===== config.mk =====
export PLATFORM = sky130hd
export DESIGN_NAME = sect_guard
export DESIGN_NICKNAME = d
export VERILOG_FILES = /design/src/rtl/sect_guard_pkg.sv /design/src/rtl/sect_guard_sync.sv /design/src/rtl/sect_guard_ram.sv /design/src/rtl/sect_guard_busy.sv /design/src/rtl/sect_guard_ctrl.sv /design/src/rtl/sect_guard.sv
export SDC_FILE = /design/constraint.sdc
export NUM_CORES = 1
export LEC_CHECK = 0
export ABC_AREA = 1
export BUFFER_PORTS_ARGS = -buffer_cell sky130_fd_sc_hd__buf_2
export CORE_MARGIN = 1.5
export CORE_UTILIZATION = 40
export DETAILED_ROUTE_END_ITERATION = 7
export SLEW_MARGIN = 15
export SYNTH_ARGS = -nofsm -noshare
export SYNTH_HDL_FRONTEND = slang
export SYNTH_SLANG_ARGS = --single-unit

===== constraint.sdc =====
create_clock -name clk -period 4.8 [get_ports clk]
set_input_delay 0.72 -clock clk [delete_from_list [all_inputs] [get_ports clk]]
set_output_delay 0.72 -clock clk [all_outputs]
set_load 0.005 [all_outputs]

===== src/rtl/sect_guard_pkg.sv =====
package sect_guard_pkg;
  localparam logic [7:0] OP_WREN   = 8'h06;
  localparam logic [7:0] OP_STATUS = 8'h05;
  localparam logic [7:0] OP_PRD    = 8'hE2;
  localparam logic [7:0] OP_PPROG  = 8'hE3;
  localparam logic [7:0] OP_LRD    = 8'hA7;
  localparam logic [7:0] OP_LCLR   = 8'hA6;
  localparam int         OP_BITS   = 8;
  localparam logic [7:0] PROT_SET  = 8'h00;
  localparam logic [7:0] PROT_NONE = 8'hFF;
endpackage


===== src/rtl/sect_guard_sync.sv =====
module sect_guard_sync #(
  parameter int STAGES = 2
) (
  input  logic clk,
  input  logic rst,
  input  logic spi_clk,
  input  logic spi_sel_n,
  input  logic spi_din,
  output logic sck_rise,
  output logic sck_fall,
  output logic sel,
  output logic sel_start,
  output logic sel_stop,
  output logic din
);
  logic [STAGES:0]   sck_p;
  logic [STAGES:0]   seln_p;
  logic [STAGES-1:0] din_p;

  always_ff @(posedge clk) begin
    if (rst) begin
      sck_p  <= '0;
      seln_p <= '1;
      din_p  <= '0;
    end else begin
      sck_p  <= {sck_p[STAGES-1:0], spi_clk};
      seln_p <= {seln_p[STAGES-1:0], spi_sel_n};
      din_p  <= {din_p[STAGES-2:0], spi_din};
    end
  end

  assign sck_rise  =  sck_p[STAGES-1] & ~sck_p[STAGES];
  assign sck_fall  = ~sck_p[STAGES-1] &  sck_p[STAGES];
  assign sel       = ~seln_p[STAGES-1];
  assign sel_start = ~seln_p[STAGES-1] &  seln_p[STAGES];
  assign sel_stop  =  seln_p[STAGES-1] & ~seln_p[STAGES];
  assign din       =  din_p[STAGES-1];
endmodule


===== src/rtl/sect_guard_ram.sv =====
module sect_guard_ram #(
  parameter int AW = 8,
  parameter int DW = 8
) (
  input  logic          clk,
  input  logic          we,
  input  logic [AW-1:0] addr,
  input  logic [DW-1:0] wdata,
  output logic [DW-1:0] rdata
);
  localparam int DEPTH = 1 << AW;

  logic [DW-1:0] mem [DEPTH];

  // Power-up content: every sector unprotected. Reset does not touch it.
  initial begin
    for (int i = 0; i < DEPTH; i++) mem[i] = '1;
  end

  always_ff @(posedge clk) begin
    if (we) mem[addr] <= wdata;
    rdata <= mem[addr];
  end
endmodule


===== src/rtl/sect_guard_busy.sv =====
module sect_guard_busy #(
  parameter int CYCLES = 1000
) (
  input  logic clk,
  input  logic rst,
  input  logic start,
  output logic busy,
  output logic done
);
  localparam int CW = $clog2(CYCLES + 1);

  logic [CW-1:0] left;

  assign done = busy && (left == CW'(1));

  always_ff @(posedge clk) begin
    if (rst) begin
      busy <= 1'b0;
      left <= '0;
    end else if (start) begin
      busy <= 1'b1;
      left <= CW'(CYCLES);
    end else if (busy) begin
      left <= left - CW'(1);
      if (left == CW'(1)) busy <= 1'b0;
    end
  end

  AST_NO_RESTART: assert property (@(posedge clk) disable iff (rst)
    busy |-> !start);
endmodule


===== src/rtl/sect_guard_ctrl.sv =====
module sect_guard_ctrl
  import sect_guard_pkg::*;
#(
  parameter int ADDR_BITS = 32,
  parameter int SECT_LSB  = 16,
  parameter int SECT_BITS = 8
) (
  input  logic                 clk,
  input  logic                 rst,
  input  logic                 sck_rise,
  input  logic                 sck_fall,
  input  logic                 sel,
  input  logic                 sel_start,
  input  logic                 sel_stop,
  input  logic                 din,
  input  logic                 busy,
  input  logic                 done,
  input  logic [7:0]           rd_data,
  output logic                 start_busy,
  output logic                 wr_en,
  output logic [7:0]           wr_data,
  output logic [SECT_BITS-1:0] sect,
  output logic                 miso
);
  localparam int HDR_BITS = OP_BITS + ADDR_BITS;
  localparam int CW       = $clog2(HDR_BITS + 16) + 1;
  localparam logic [CW-1:0] CNT_MAX = '1;
  localparam logic [CW-1:0] CNT_OP  = CW'(OP_BITS);
  localparam logic [CW-1:0] CNT_HDR = CW'(HDR_BITS);

  logic [ADDR_BITS-1:0] sr, sr_next;
  logic [CW-1:0]        cnt, cnt_next;
  logic [7:0]           opc;
  logic                 wel, lock;
  logic                 ld1, ld2;
  logic [7:0]           tx;
  logic                 out_act;
  logic                 wren_ok, lclr_ok, prog_ok;

  assign sr_next  = {sr[ADDR_BITS-2:0], din};
  assign cnt_next = (cnt == CNT_MAX) ? cnt : cnt + CW'(1);

  // Decisions taken at the end of a transaction.
  assign wren_ok = (opc == OP_WREN)  && (cnt == CNT_OP)  && !busy;
  assign lclr_ok = (opc == OP_LCLR)  && (cnt == CNT_OP)  && !busy && wel;
  assign prog_ok = (opc == OP_PPROG) && (cnt == CNT_HDR) && !busy && wel && lock;

  assign start_busy = sel_stop && (lclr_ok || prog_ok);
  assign wr_en      = sel_stop && prog_ok;
  assign wr_data    = PROT_SET;

  always_ff @(posedge clk) begin
    if (rst) begin
      sr      <= '0;
      cnt     <= '0;
      opc     <= '0;
      sect    <= '0;
      wel     <= 1'b0;
      lock    <= 1'b1;
      ld1     <= 1'b0;
      ld2     <= 1'b0;
      tx      <= '0;
      out_act <= 1'b0;
      miso    <= 1'b0;
    end else begin
      // A byte boundary past the opcode requests a new output byte; two
      // cycles of delay cover the array read.
      ld1 <= sel && sck_rise && (cnt_next[2:0] == 3'd0) && (cnt_next >= CNT_OP);
      ld2 <= ld1;

      if (sel_start) begin
        cnt     <= '0;
        opc     <= '0;
        out_act <= 1'b0;
      end else if (sel && sck_rise) begin
        sr  <= sr_next;
        cnt <= cnt_next;
        if (cnt_next == CNT_OP)  opc  <= sr_next[7:0];
        if (cnt_next == CNT_HDR) sect <= sr_next[SECT_LSB +: SECT_BITS];
      end

      if (ld2) begin
        if (opc == OP_STATUS) begin
          tx      <= {6'b0, wel, busy};
          out_act <= 1'b1;
        end else if (!busy && opc == OP_LRD) begin
          tx      <= {7'b0, lock};
          out_act <= 1'b1;
        end else if (!busy && opc == OP_PRD && cnt >= CNT_HDR) begin
          tx      <= rd_data;
          out_act <= 1'b1;
        end
      end

      if (sel && sck_fall) begin
        if (out_act) begin
          miso <= tx[7];
          tx   <= {tx[6:0], 1'b0};
        end else begin
          miso <= 1'b0;
        end
      end
      if (!sel) miso <= 1'b0;

      if (sel_stop) begin
        out_act <= 1'b0;
        if (wren_ok) wel  <= 1'b1;
        if (lclr_ok) lock <= 1'b0;
      end
      if (done) wel <= 1'b0;
    end
  end

  AST_WIP_HAS_WEL: assert property (@(posedge clk) disable iff (rst)
    busy |-> wel);
  AST_PROG_GATED: assert property (@(posedge clk) disable iff (rst)
    wr_en |-> (wel && lock && !busy));
  AST_LOCK_STICKY: assert property (@(posedge clk) disable iff (rst)
    !lock |=> !lock);
  AST_DOUT_QUIET: assert property (@(posedge clk) disable iff (rst)
    (!sel && !sel_start) |=> !miso);
endmodule


===== src/rtl/sect_guard.sv =====
module sect_guard #(
  parameter int BUSY_CYCLES = 1000,
  parameter int SYNC_STAGES = 2,
  parameter int ADDR_BITS   = 32,
  parameter int SECT_LSB    = 16,
  parameter int SECT_BITS   = 8
) (
  input  logic clk,
  input  logic rst,
  input  logic spi_clk,
  input  logic spi_sel_n,
  input  logic spi_din,
  output logic spi_dout
);
  logic                 sck_rise, sck_fall, sel, sel_start, sel_stop, din;
  logic                 busy, done, start_busy, wr_en;
  logic [7:0]           wr_data, rd_data;
  logic [SECT_BITS-1:0] sect;

  sect_guard_sync #(.STAGES(SYNC_STAGES)) u_sync (
    .clk(clk), .rst(rst), .spi_clk(spi_clk), .spi_sel_n(spi_sel_n),
    .spi_din(spi_din), .sck_rise(sck_rise), .sck_fall(sck_fall), .sel(sel),
    .sel_start(sel_start), .sel_stop(sel_stop), .din(din)
  );

  sect_guard_ctrl #(
    .ADDR_BITS(ADDR_BITS), .SECT_LSB(SECT_LSB), .SECT_BITS(SECT_BITS)
  ) u_ctrl (
    .clk(clk), .rst(rst), .sck_rise(sck_rise), .sck_fall(sck_fall),
    .sel(sel), .sel_start(sel_start), .sel_stop(sel_stop), .din(din),
    .busy(busy), .done(done), .rd_data(rd_data), .start_busy(start_busy),
    .wr_en(wr_en), .wr_data(wr_data), .sect(sect), .miso(spi_dout)
  );

  sect_guard_busy #(.CYCLES(BUSY_CYCLES)) u_busy (
    .clk(clk), .rst(rst), .start(start_busy), .busy(busy), .done(done)
  );

  sect_guard_ram #(.AW(SECT_BITS), .DW(8)) u_ram (
    .clk(clk), .we(wr_en), .addr(sect), .wdata(wr_data), .rdata(rd_data)
  );
endmodule


==> run metrics, run 1 <==
Antenna Nets Post-Route 0; worst hold margin 0.362 ns; Tcrit/Tclk final 72.8%; Root Buffer clkbuf_16; share of cells above drive strength 1 6.41%; Rows 71; mapped cell area 15300 um^2; Post-synth EDFFs 256; Yosys top cell by area edfxtp_1; CTS sink cnt 336; cts hold-fix bufs 0; Leak 7.23 nW; reg-to-reg critical path startpoint u_ctrl.sect[0]$_SDFFE_PP0P_; Worst Hold Depth 2; IO buf count 5; Fmax achieved 286 MHz; Starting Density 40.7%; nets@finish 1977; Final Hold Fails 0; total die area 39500 um^2; combinational power share 0.8%; critical-path maximum fanout 59; Rel. slew slack 24.7%; Worst EP arrival 3.72 ns; crit path from u_ctrl.sect[0]$_SDFFE_PP0P_; Initial DRC Count 880; initial antenna violation count 0; Mapped Cells 1741; hold wc startpoint spi_sel_n; post-synth top area share 50.2%; routed vias 11500; worst slew pin tran 1.12 ns; Switch Pwr 1.21 mW; Vias/cell 4.58; Clk pwr share 48.1%; ys async rst share 0%; global-route wire length before repair 59300 um; Yosys cell types 41; setup TNS 0 ns; I/O pin count 6; Ant. Diodes 0; vias in the first global route 11100; Core Region 37700 um^2; Layout Skew 0.0324 ns; CTS tree built; GPL Wtd Cong 0.773; CP endpoint kind flop; RSZ-0062 raised after global routing no; sequential area share after synthesis 60.7%; #FFs+latches synth 336; largest net degree at the start of global routing 65; Worst setup SP type flop; Pre-antenna DRT Iters 5; count leader, synth nand2_1; gr usage total 19.5%; clk_lat worst skew 0.55 ns; hold crit path type in2reg; Setup violations, final 0; H-tree level count 2; post-CTS sizing 0; synthesis warning total 0; final instance area 17900 um^2; number of CTS-inserted buffers 39; Int Power 4.92 mW; outcome finished, final reports clean; Commonest cells post-synth 633 x nand2_1, 378 x nor2_1, 256 x edfxtp_1, 80 x dfxtp_1, 67 x inv_1; WL per Instance 14.8 um; Reg2Reg Depth 4; Net Sw Frac 19.8%; total grt overflow 0; max cap viols 0; Top FF cell, synth edfxtp_1; post-CTS setup buffers 0; Tmin final 3.49 ns; Worst Path Class, Setup reg2reg; register share of total power 51.0%; synth top area cells edfxtp_1 50%, nand2_1 16%, dfxtp_1 10%; Die Ht 199 um; CTS Buffer Depth 3; Chip Width 199 um; area post-placement 16600 um^2; Worst EP required 5.02 ns; Final HPWL DP 22800 um; Max Slew Vio Count 0; VDD IR max 0.289 mV; clock slew at reported path FFs 0.05 ns; final wirelength 37200 um; syn avg cell area 8.80 um^2; pwr/cell area 343 nW/um^2; # DRC 0; area grow syn2layout 16.7%
==> area by class of cell <==
| class | instances | area, um^2 |
|---|---|---|
| Fill cell | 3679 | 19800 |
| Multi-Input combinational cell | 1498 | 6240 |
| Clock inverter | 17 | 199 |
| Inverter | 70 | 263 |
| Clock buffer | 54 | 1070 |
| Timing Repair Buffer | 23 | 160 |
| Sequential cell | 336 | 9290 |
| Tap cell | 511 | 639 |
==> metal layers <==
layer,vias to the layer above,wire [um],global-route usage [%]
met1,5395,16500,25.1
met3,52,2130,3.37
met5,-,0,0
met4,0,838,6.12
li1,5806,-,-
met2,229,17700,33.5
==> critical path: stages, from the launching register on <==
cell     delay, ns
dfxtp_4       0.81
inv_2         0.48
nor2_1        0.76
nand2_1       0.73
nor2_1        0.32
==> metrics by stage <==
stage	cells	setup WS (ns)	power (mW)	util, %
after floorplan	1996	2.83	3.23	-
after global placement	2438	1.48	3.24	44.1
after detailed placement	2438	1.36	3.24	44.1
after CTS	2509	1.32	6.20	47.4
after global routing	2509	1.13	6.32	47.4
final	2509	1.31	6.13	47.4
==> cells by family after synthesis <==
kind of cell             after synthesis  synth area share, %
adder cells (fa/ha/maj)                4                0.327
XOR/XNOR                               7                0.400
buffers and inverters                162                 4.93
other                                  1               0.0245
AND/OR/NAND/NOR                     1100                 28.7
AO/OA/AOI/OAI                        131                 5.02
flip-flops                           336                 60.7
==> path summary, 6_finish.rpt <==
path                                                    end  slack [ns]
worst max-delay path             u_ram.mem[93][6]$_DFFE_PP_        1.31
worst min-delay path            u_sync.seln_p[0]$_SDFF_PP1_        0.36
worst max register to register   u_ram.mem[93][6]$_DFFE_PP_        1.31
worst min register to register        u_ctrl.ld2$_SDFF_PP0_        0.40
==> flip-flops by register name, indices dropped and copies added, names as in the netlist, 2 cells and up <==
signal and cells:
u_sync.sck_p 3, u_ram.mem 256, u_sync.din_p 2, u_ctrl.tx 8, u_ctrl.sr 23, u_ctrl.cnt 7
u_sync.seln_p 3, u_ctrl.opc 8, u_ctrl.sect 8, u_busy.left 10
==> cell usage in the layout (no fill, tap or decap), types with 5 or more instances in the layout <==
cell type    n
o21ai_0     58
a21oi_1     27
nor2_4       8
nor2_1     375
buf_2        5
edfxtp_1   256
nor2_2       5
nand2_1    633
inv_1       66
dfxtp_1     78
o211ai_1     5
xor2_1       6
clkinv_2     6
conb_1     256
buf_4       18
clkbuf_1    12
clkbuf_16   40
nor3_1       6
nand2_2     18
a22oi_1     16
nand3_1     34
o21bai_1    16
==> power by group through the flow <==
stage	clock network [mW]	registers, mW	logic [mW]
finish	2.95	3.13	0.0515
floorplan	0	3.19	0.0394
global route	3.12	3.13	0.0650
CTS	3.02	3.13	0.0458
detailed placement	0	3.19	0.0458
global placement	0	3.19	0.0452
No activity file was read; power rests on OpenSTA's default activity.
==> run 2: changes to the inputs <==
--- a/config.mk
+++ b/config.mk
@@ -5,7 +5,7 @@
 export SDC_FILE = /design/constraint.sdc
 export NUM_CORES = 1
 export LEC_CHECK = 0
-export ABC_AREA = 1
+export ABC_AREA = 0
 export BUFFER_PORTS_ARGS = -buffer_cell sky130_fd_sc_hd__buf_2
 export CORE_MARGIN = 1.5
 export CORE_UTILIZATION = 40
==> constraint.sdc (replaced) <==
create_clock -name clk -period 3.2 [get_ports clk]
set_input_delay 0.48 -clock clk [delete_from_list [all_inputs] [get_ports clk]]
set_output_delay 0.48 -clock clk [all_outputs]
set_load 0.005 [all_outputs]
==> run 2 against run 1 <==
Net effect: worst hold slack worse by 0.21 ns; critical path depth is 2 higher; via count shrank 21%; synthesized cell count shrank 36%; count of clock-buffer cells in the layout is 4 lower; core utilization rose by 0.80 points; sequential cell count is the same; die area shrank 6.6%; sequential share of layout area grew 2.4 points; clock skew fell by 0.0093 ns; fmax up 24%; critical endpoint is now u_ram.mem[7][6]$_DFFE_PP_; largest cell class unchanged.
==> run metrics, run 2 <==
sequential area share after synthesis 65.0% (+4.4 points); Antenna Nets Post-Route 0 (unchanged); Mapped Cells 1112 (-36%); Leak 5.67 nW (-22%); total die area 36900 um^2 (-6.6%); CTS sink cnt 336 (unchanged); share of cells above drive strength 1 13.5% (+7.1 points); max cap viols 0 (unchanged); GR met3 Demand/Resource 2.96% (-0.41 points); Worst EP required 3.40 ns (-1.62 ns); Rows 69 (-2.8%); global-route wire length before repair 50500 um (-15%); cts hold-fix bufs 0 (unchanged); CTS Buffer Depth 3 (unchanged); adder-cell share of the synthesized area 0.350% (+0.024 points); vias in the first global route 8943 (-20%); clk_lat worst skew 0.53 ns (-0.02 ns); reg-to-reg critical path startpoint u_ctrl.opc[5]$_SDFFE_PP0P_; Worst EP arrival 3.03 ns (-0.69 ns); VDD IR max 0.429 mV (+49%); Root Buffer clkbuf_16; crit path from u_ctrl.opc[5]$_SDFFE_PP0P_; Chip Width 192 um (-3.4%); gr usage total 18.2% (-1.3 points); Vias/cell 4.83 (+5.6%); WL per Instance 17.0 um (+15%); Initial DRC Count 630 (-28%); IO buf count 5 (unchanged); Pre-antenna DRT Iters 5 (unchanged); largest net degree at the start of global routing 57 (-12%); Synth Area in XOR/XNOR 0.736% (+0.34 points); hold crit path type in2reg; synthesis warning total 0 (unchanged); GR Util met2 30.5% (-2.9 points); Rel. slew slack 45.2% (+20 points); Yosys cell types 56 (+37%); Worst Path Class, Setup reg2reg; area grow syn2layout 19.5%; pre-CTS setup slack 0.383 ns (-0.975 ns); number of fillers in the final layout 3175 (-14%); most flop-heavy register u_ram.mem; Commonest cells post-synth 300 x nor2_1, 256 x edfxtp_1, 103 x nand2_1, 80 x dfxtp_1, 68 x mux4_2; Layout Skew 0.0231 ns (-0.00934 ns); hold wc startpoint spi_sel_n; RSZ-0062 raised after global routing no; top flop regs u_ram.mem x256, u_ctrl.sr x23, u_busy.left x10; Final Hold Fails 0 (unchanged); #FFs+latches synth 336 (unchanged); mux share of post-synthesis cell area 12.4% (+12 points); number of CTS-inserted buffers 37 (-5.1%); Starting Density 40.4% (-0.31 points); pwr/cell area 511 nW/um^2 (+49%); final wirelength 31800 um (-14%); routed vias 9036 (-21%); ys async rst share 0% (unchanged); H-tree level count 2 (unchanged); post-CTS sizing 0 (unchanged); clock slew at reported path FFs 0.06 ns (about the same); Tmin final 2.83 ns (-0.668 ns); setup TNS 0 ns (unchanged); register area 9300 um^2 (about the same); CTS tree built; total grt overflow 0 (unchanged); Synth Area in Compound Gates 4.27% (-0.74 points); Die Ht 192 um (-3.4%); mapped cell area 14300 um^2 (-6.7%); post-CTS setup buffers 0 (unchanged); area post-placement 16000 um^2 (-3.8%); most frequent cells in the layout 300 x nor2_1, 256 x edfxtp_1, 256 x conb_1; Max Slew Vio Count 0 (unchanged); Worst setup SP type flop; # DRC 0 (unchanged); final instance area 17100 um^2 (-4.4%); nets@finish 1393 (-30%); outcome finished, final reports clean; Reg2Reg Depth 6 (+2); worst slew pin tran 0.821 ns (-0.304 ns); largest family of logic cells by synthesized area simple AND/OR/NAND/NOR gates; GPL Wtd Cong 0.817 (+5.7%); post-synth top area share 53.8% (+3.6 points); I/O pin count 6 (unchanged); CP endpoint kind flop; max FFs per register 256 (unchanged); met1 Use GR 24.6% (-0.46 points); count leader, synth nor2_1; Top FF cell, synth edfxtp_1; Worst Hold Depth 2 (unchanged); syn avg cell area 12.8 um^2 (+46%); Fmax achieved 354 MHz (+24%); critical-path maximum fanout 16 (-73%); final setup margin 0.373 ns (-0.932 ns); initial antenna violation count 0 (unchanged); post-synthesis simple-gate area fraction 14.7% (-14 points); Multi-input gate area 5610 um^2 (-10%); Core Region 35400 um^2 (-6.0%); most used routing layer met2; Yosys top cell by area edfxtp_1; Final HPWL DP 20700 um (-9.3%); Setup violations, final 0 (unchanged); commonest non-fill, non-tap cell in the layout nor2_1; synth top area cells edfxtp_1 54%, dfxtp_1 11%, mux4_2 11%; Ant. Diodes 0 (unchanged); Post-synth EDFFs 256 (unchanged); Tcrit/Tclk final 88.3% (+16 points)
## run 2: cell count changes after synthesis, sizes merged, moves of 8 or more
cell,change
nor2,-88
a21oi,+15
mux2i,+24
nand3,-22
mux4,+68
buf,-8
o21bai,-16
o21ai,-56
a211oi,+8
clkbuf,-8
nand2,-549
nor2b,+14
inv,-62
## run 2: layout make-up
cell class / instances / share of cell area [%]
Inverter: 9 / 0.198
Sequential cell: 336 / 54.5
Timing Repair Buffer: 54 / 2.59
Tap cell: 461 / 3.38
Clock inverter: 14 / 0.572
Clock buffer: 50 / 5.94
Multi-Input combinational cell: 946 / 32.9
## run 2: report_power, final
part           leakage, nW  switching [mW]  internal, mW
Clock                0.552            1.66          2.30
Sequential            2.95         0.00327          4.69
Combinational         2.17          0.0541       0.00729
## run 2: path summary, 6_finish.rpt
check	slack, ns	to
worst max-delay path	0.37	u_ram.mem[7][6]$_DFFE_PP_
worst min-delay path	0.15	u_sync.seln_p[0]$_SDFF_PP1_
worst max register to register	0.37	u_ram.mem[7][6]$_DFFE_PP_
worst min register to register	0.41	u_sync.seln_p[1]$_SDFF_PP1_
## run 2: critical path, cell delays in order, from the launching register on
cell	delay, ns
dfxtp_1	0.37
nand4b_1	0.13
or4_4	0.52
or3_4	0.48
nor3_2	0.28
nand2_1	0.46
nor2_1	0.27
## run 2: per-layer routing
metal  part of all wire [%]  wire length, um
met1                     43            13800
met2                     49            15500
met3                    5.7             1830
met4                    2.2              716
met5                      0                0
## run 2: kinds of logic (layout without fill, tap and decap cells)
kind of cell | after synthesis | in the layout
AND/OR/NAND/NOR | 488 | 488
flip-flops | 336 | 336
AO/OA/AOI/OAI | 94 | 94
multiplexers | 92 | 92
buffers and inverters | 85 | 127
XOR/XNOR | 12 | 12
adder cells (fa/ha/maj) | 4 | 4
other | 1 | 256
## run 2: metrics by stage
stage,instances,util [%],power (mW),hold slack [ns]
after detailed placement,1806,45.1,4.84,0.410
final,1870,48.2,8.71,0.153
after global placement,1806,45.1,4.84,0.402
after global routing,1870,48.2,9.01,0.145
after CTS,1870,48.2,8.80,0.137
after floorplan,1367,-,4.83,0.389
==> run 3: changes to the inputs <==
==> constraint.sdc (replaced) <==
create_clock -name clk -period 2.4 [get_ports clk]
set_input_delay 0.36 -clock clk [delete_from_list [all_inputs] [get_ports clk]]
set_output_delay 0.36 -clock clk [all_outputs]
set_load 0.005 [all_outputs]
==> run 3 against run 2 <==
Net effect: the run now ends with negative setup slack left; worst setup slack got worse by 0.40 ns; largest power group unchanged; power is 33% higher; highest routed layer unchanged; register-to-register slack got worse by 0.40 ns; die area did not move.
==> run metrics, run 3 (synthesis gave the netlist of run 2 again) <==
outcome complete, but fails checks; failing checks negative setup slack; Rows 69 (unchanged); slowest CP cell or3_4; Leak 6.13 nW (+8.2%); RSZ-0062 raised after global routing yes; I/O pin count 6 (unchanged); final wirelength 32900 um (+3.3%); Root Buffer clkbuf_16; placed insts 1861 (+3.0%); Final Hold Fails 0 (unchanged); Rel. slew slack 58.4% (+13 points); CP bufs+invs 2 (+2); CTS tree built; # DRC 0 (unchanged); number of CTS-inserted buffers 37 (unchanged); VDD IR max 0.645 mV (+50%); total die area 36900 um^2 (unchanged); vias in the first global route 9449 (+5.7%); Reg2Reg Depth 8 (+2); CTS Buffer Depth 3 (unchanged); top flop regs u_ram.mem x256, u_ctrl.sr x23, u_busy.left x10; WL per Instance 16.9 um (-0.45%); critical-path maximum fanout 16 (unchanged); share of cells above drive strength 1 22.3% (+8.8 points); most flop-heavy register u_ram.mem; Pre-antenna DRT Iters 5 (unchanged); CP endpoint kind flop; Antenna Nets Post-Route 0 (unchanged); hold wc startpoint spi_sel_n; global-route wire length before repair 51500 um (+2.2%); Worst Hold Depth 2 (unchanged); Worst EP arrival 2.66 ns (-0.37 ns); clock slew at reported path FFs 0.06 ns (about the same); Final HPWL DP 21500 um (+3.9%); largest stage delay on the critical path 0.44 ns (-0.08 ns); max FFs per register 256 (unchanged); r2r setup slk -0.03 ns (-0.40 ns); initial antenna violation count 0 (unchanged); Tcrit/Tclk final 101% (+13 points); Initial DRC Count 551 (-13%); Layout Skew 0.0153 ns (-0.00781 ns); cts hold-fix bufs 0 (unchanged); clk_lat worst skew 0.53 ns (about the same); hold endpoint u_sync.seln_p[0]$_SDFF_PP1_; RR Endpoint u_ram.mem[147][6]$_DFFE_PP_; Chip Width 192 um (unchanged); H-tree level count 2 (unchanged); worst-path cell chain nand4b_1 -> or4_4 -> or3_4 -> nor3b_4 -> buf_4 -> buf_12 -> nand2_4 -> nor2_1; number of fillers in the final layout 3089 (-2.7%); Worst Path Class, Setup reg2reg; Starting Density 40.4% (unchanged); Setup violations, final 16 (+16); Core Region 35400 um^2 (unchanged); gr usage total 18.6% (+0.38 points); pwr/cell area 638 nW/um^2 (+25%); reg-to-reg critical path startpoint u_busy.busy$_SDFF_PP0_; fin cells 1941 (+3.8%); worst slew pin tran 0.624 ns (-0.196 ns); most frequent cells in the layout 256 x edfxtp_1, 256 x conb_1, 233 x nor2_1; Tmin final 2.43 ns (-0.402 ns); max cap viols 0 (unchanged); GPL Wtd Cong 0.805 (-1.4%); Fmax achieved 412 MHz (+17%); Worst EP required 2.63 ns (-0.77 ns); final setup margin -0.0252 ns (-0.398 ns); routed vias 9296 (+2.9%); Top Family by Delay on Critical Path simple AND/OR/NAND/NOR gates; Die Ht 192 um (unchanged); Max Slew Vio Count 0 (unchanged); IO buf count 5 (unchanged); area grow syn2layout 27.3%; total grt overflow 0 (unchanged); Worst setup SP type flop; Core Util, Final 51.4% (+3.1 points); largest net degree at the start of global routing 57 (unchanged); Ant. Diodes 0 (unchanged); hold crit path type in2reg; CTS sink cnt 336 (unchanged); Vias/cell 4.79 (-0.89%); nets@finish 1462 (+5.0%)
## run 3: changes by cell type in the layout (fill, tap and decap cells not counted), sizes merged
cell / previous run / this run
bufinv: 1 / 0
buf: 54 / 120
bufbuf: 0 / 1
inv: 10 / 9
clkbuf: 50 / 54
clkinv: 12 / 13
clkinvlp: 0 / 1
## run 3: worst max path at each step
stage / startpoint / slack [ns] / depth (start not counted) / to
floorplan: u_busy.busy$_SDFF_PP0_ / -0.03 / 8 / u_ram.mem[215][6]$_DFFE_PP_
global placement: u_busy.busy$_SDFF_PP0_ / -0.22 / 6 / u_ram.mem[29][6]$_DFFE_PP_
detailed placement: u_ctrl.opc[2]$_SDFFE_PP0P_ / -0.20 / 6 / u_ram.mem[95][6]$_DFFE_PP_
CTS: u_ctrl.opc[2]$_SDFFE_PP0P_ / -0.01 / 7 / u_ram.mem[198][6]$_DFFE_PP_
global route: u_busy.busy$_SDFF_PP0_ / -0.12 / 8 / u_ram.mem[90][6]$_DFFE_PP_
finish: u_busy.busy$_SDFF_PP0_ / -0.03 / 8 / u_ram.mem[147][6]$_DFFE_PP_
## run 3: layout make-up
cell class	instances	area, um^2	area share, %
Multi-Input combinational cell	946	5900	32.5
Sequential cell	336	9300	51.1
Timing Repair Buffer	123	1260	6.95
Tap cell	461	577	3.17
Clock buffer	52	1040	5.75
Inverter	9	33.8	0.186
Clock inverter	14	66.3	0.365
## run 3: worst register-to-register path, stage by stage (launching register included)
cell and delay [ns]:
dfxtp_1 0.30, nand4b_1 0.18, or4_4 0.43, or3_4 0.44, nor3b_4 0.21, buf_4 0.15, buf_12 0.12, nand2_4 0.14
nor2_1 0.17
## run 3: per-stage QoR
stage	worst slack [ns]	instance area (um^2)	hold slack, ns	TNS, ns	power, mW
after floorplan	-0.0344	15300	0.389	-0.371	6.44
after global placement	-0.216	16600	0.399	-12.69	6.45
after detailed placement	-0.199	16600	0.408	-10.52	6.45
after CTS	-0.0112	17900	0.00467	-0.0237	11.7
after global routing	-0.121	18200	0.00483	-8.45	12.0
final	-0.0252	18200	0.0246	-0.0999	11.6
## run 3: routing by layer
layer	part of all wire, %	routed length, um	GRT usage [%]	vias up
met2	50	16400	31.8	167
met3	4.8	1570	3.16	60
met4	2.2	728	5.22	0
met1	43	14300	24.3	4614
li1	-	-	-	4455
met5	0	0	0	-
## run 3: power breakdown
| group | leakage (nW) | switching [mW] | internal [mW] |
|---|---|---|---|
| Sequential | 2.95 | 0.00299 | 6.25 |
| Combinational | 2.65 | 0.0736 | 0.0122 |
| Clock | 0.541 | 2.24 | 3.03 |
| Total | 6.13 | 2.32 | 9.29 |
## run 3: timing repair
action | 4_1_cts | 5_1_grt
gates cloned | 1 | 2
gates resized for setup | 8 | 80
setup endpoints to repair | 86 | 235
buffers inserted | 8 | 3
pin swaps | 2 | 5
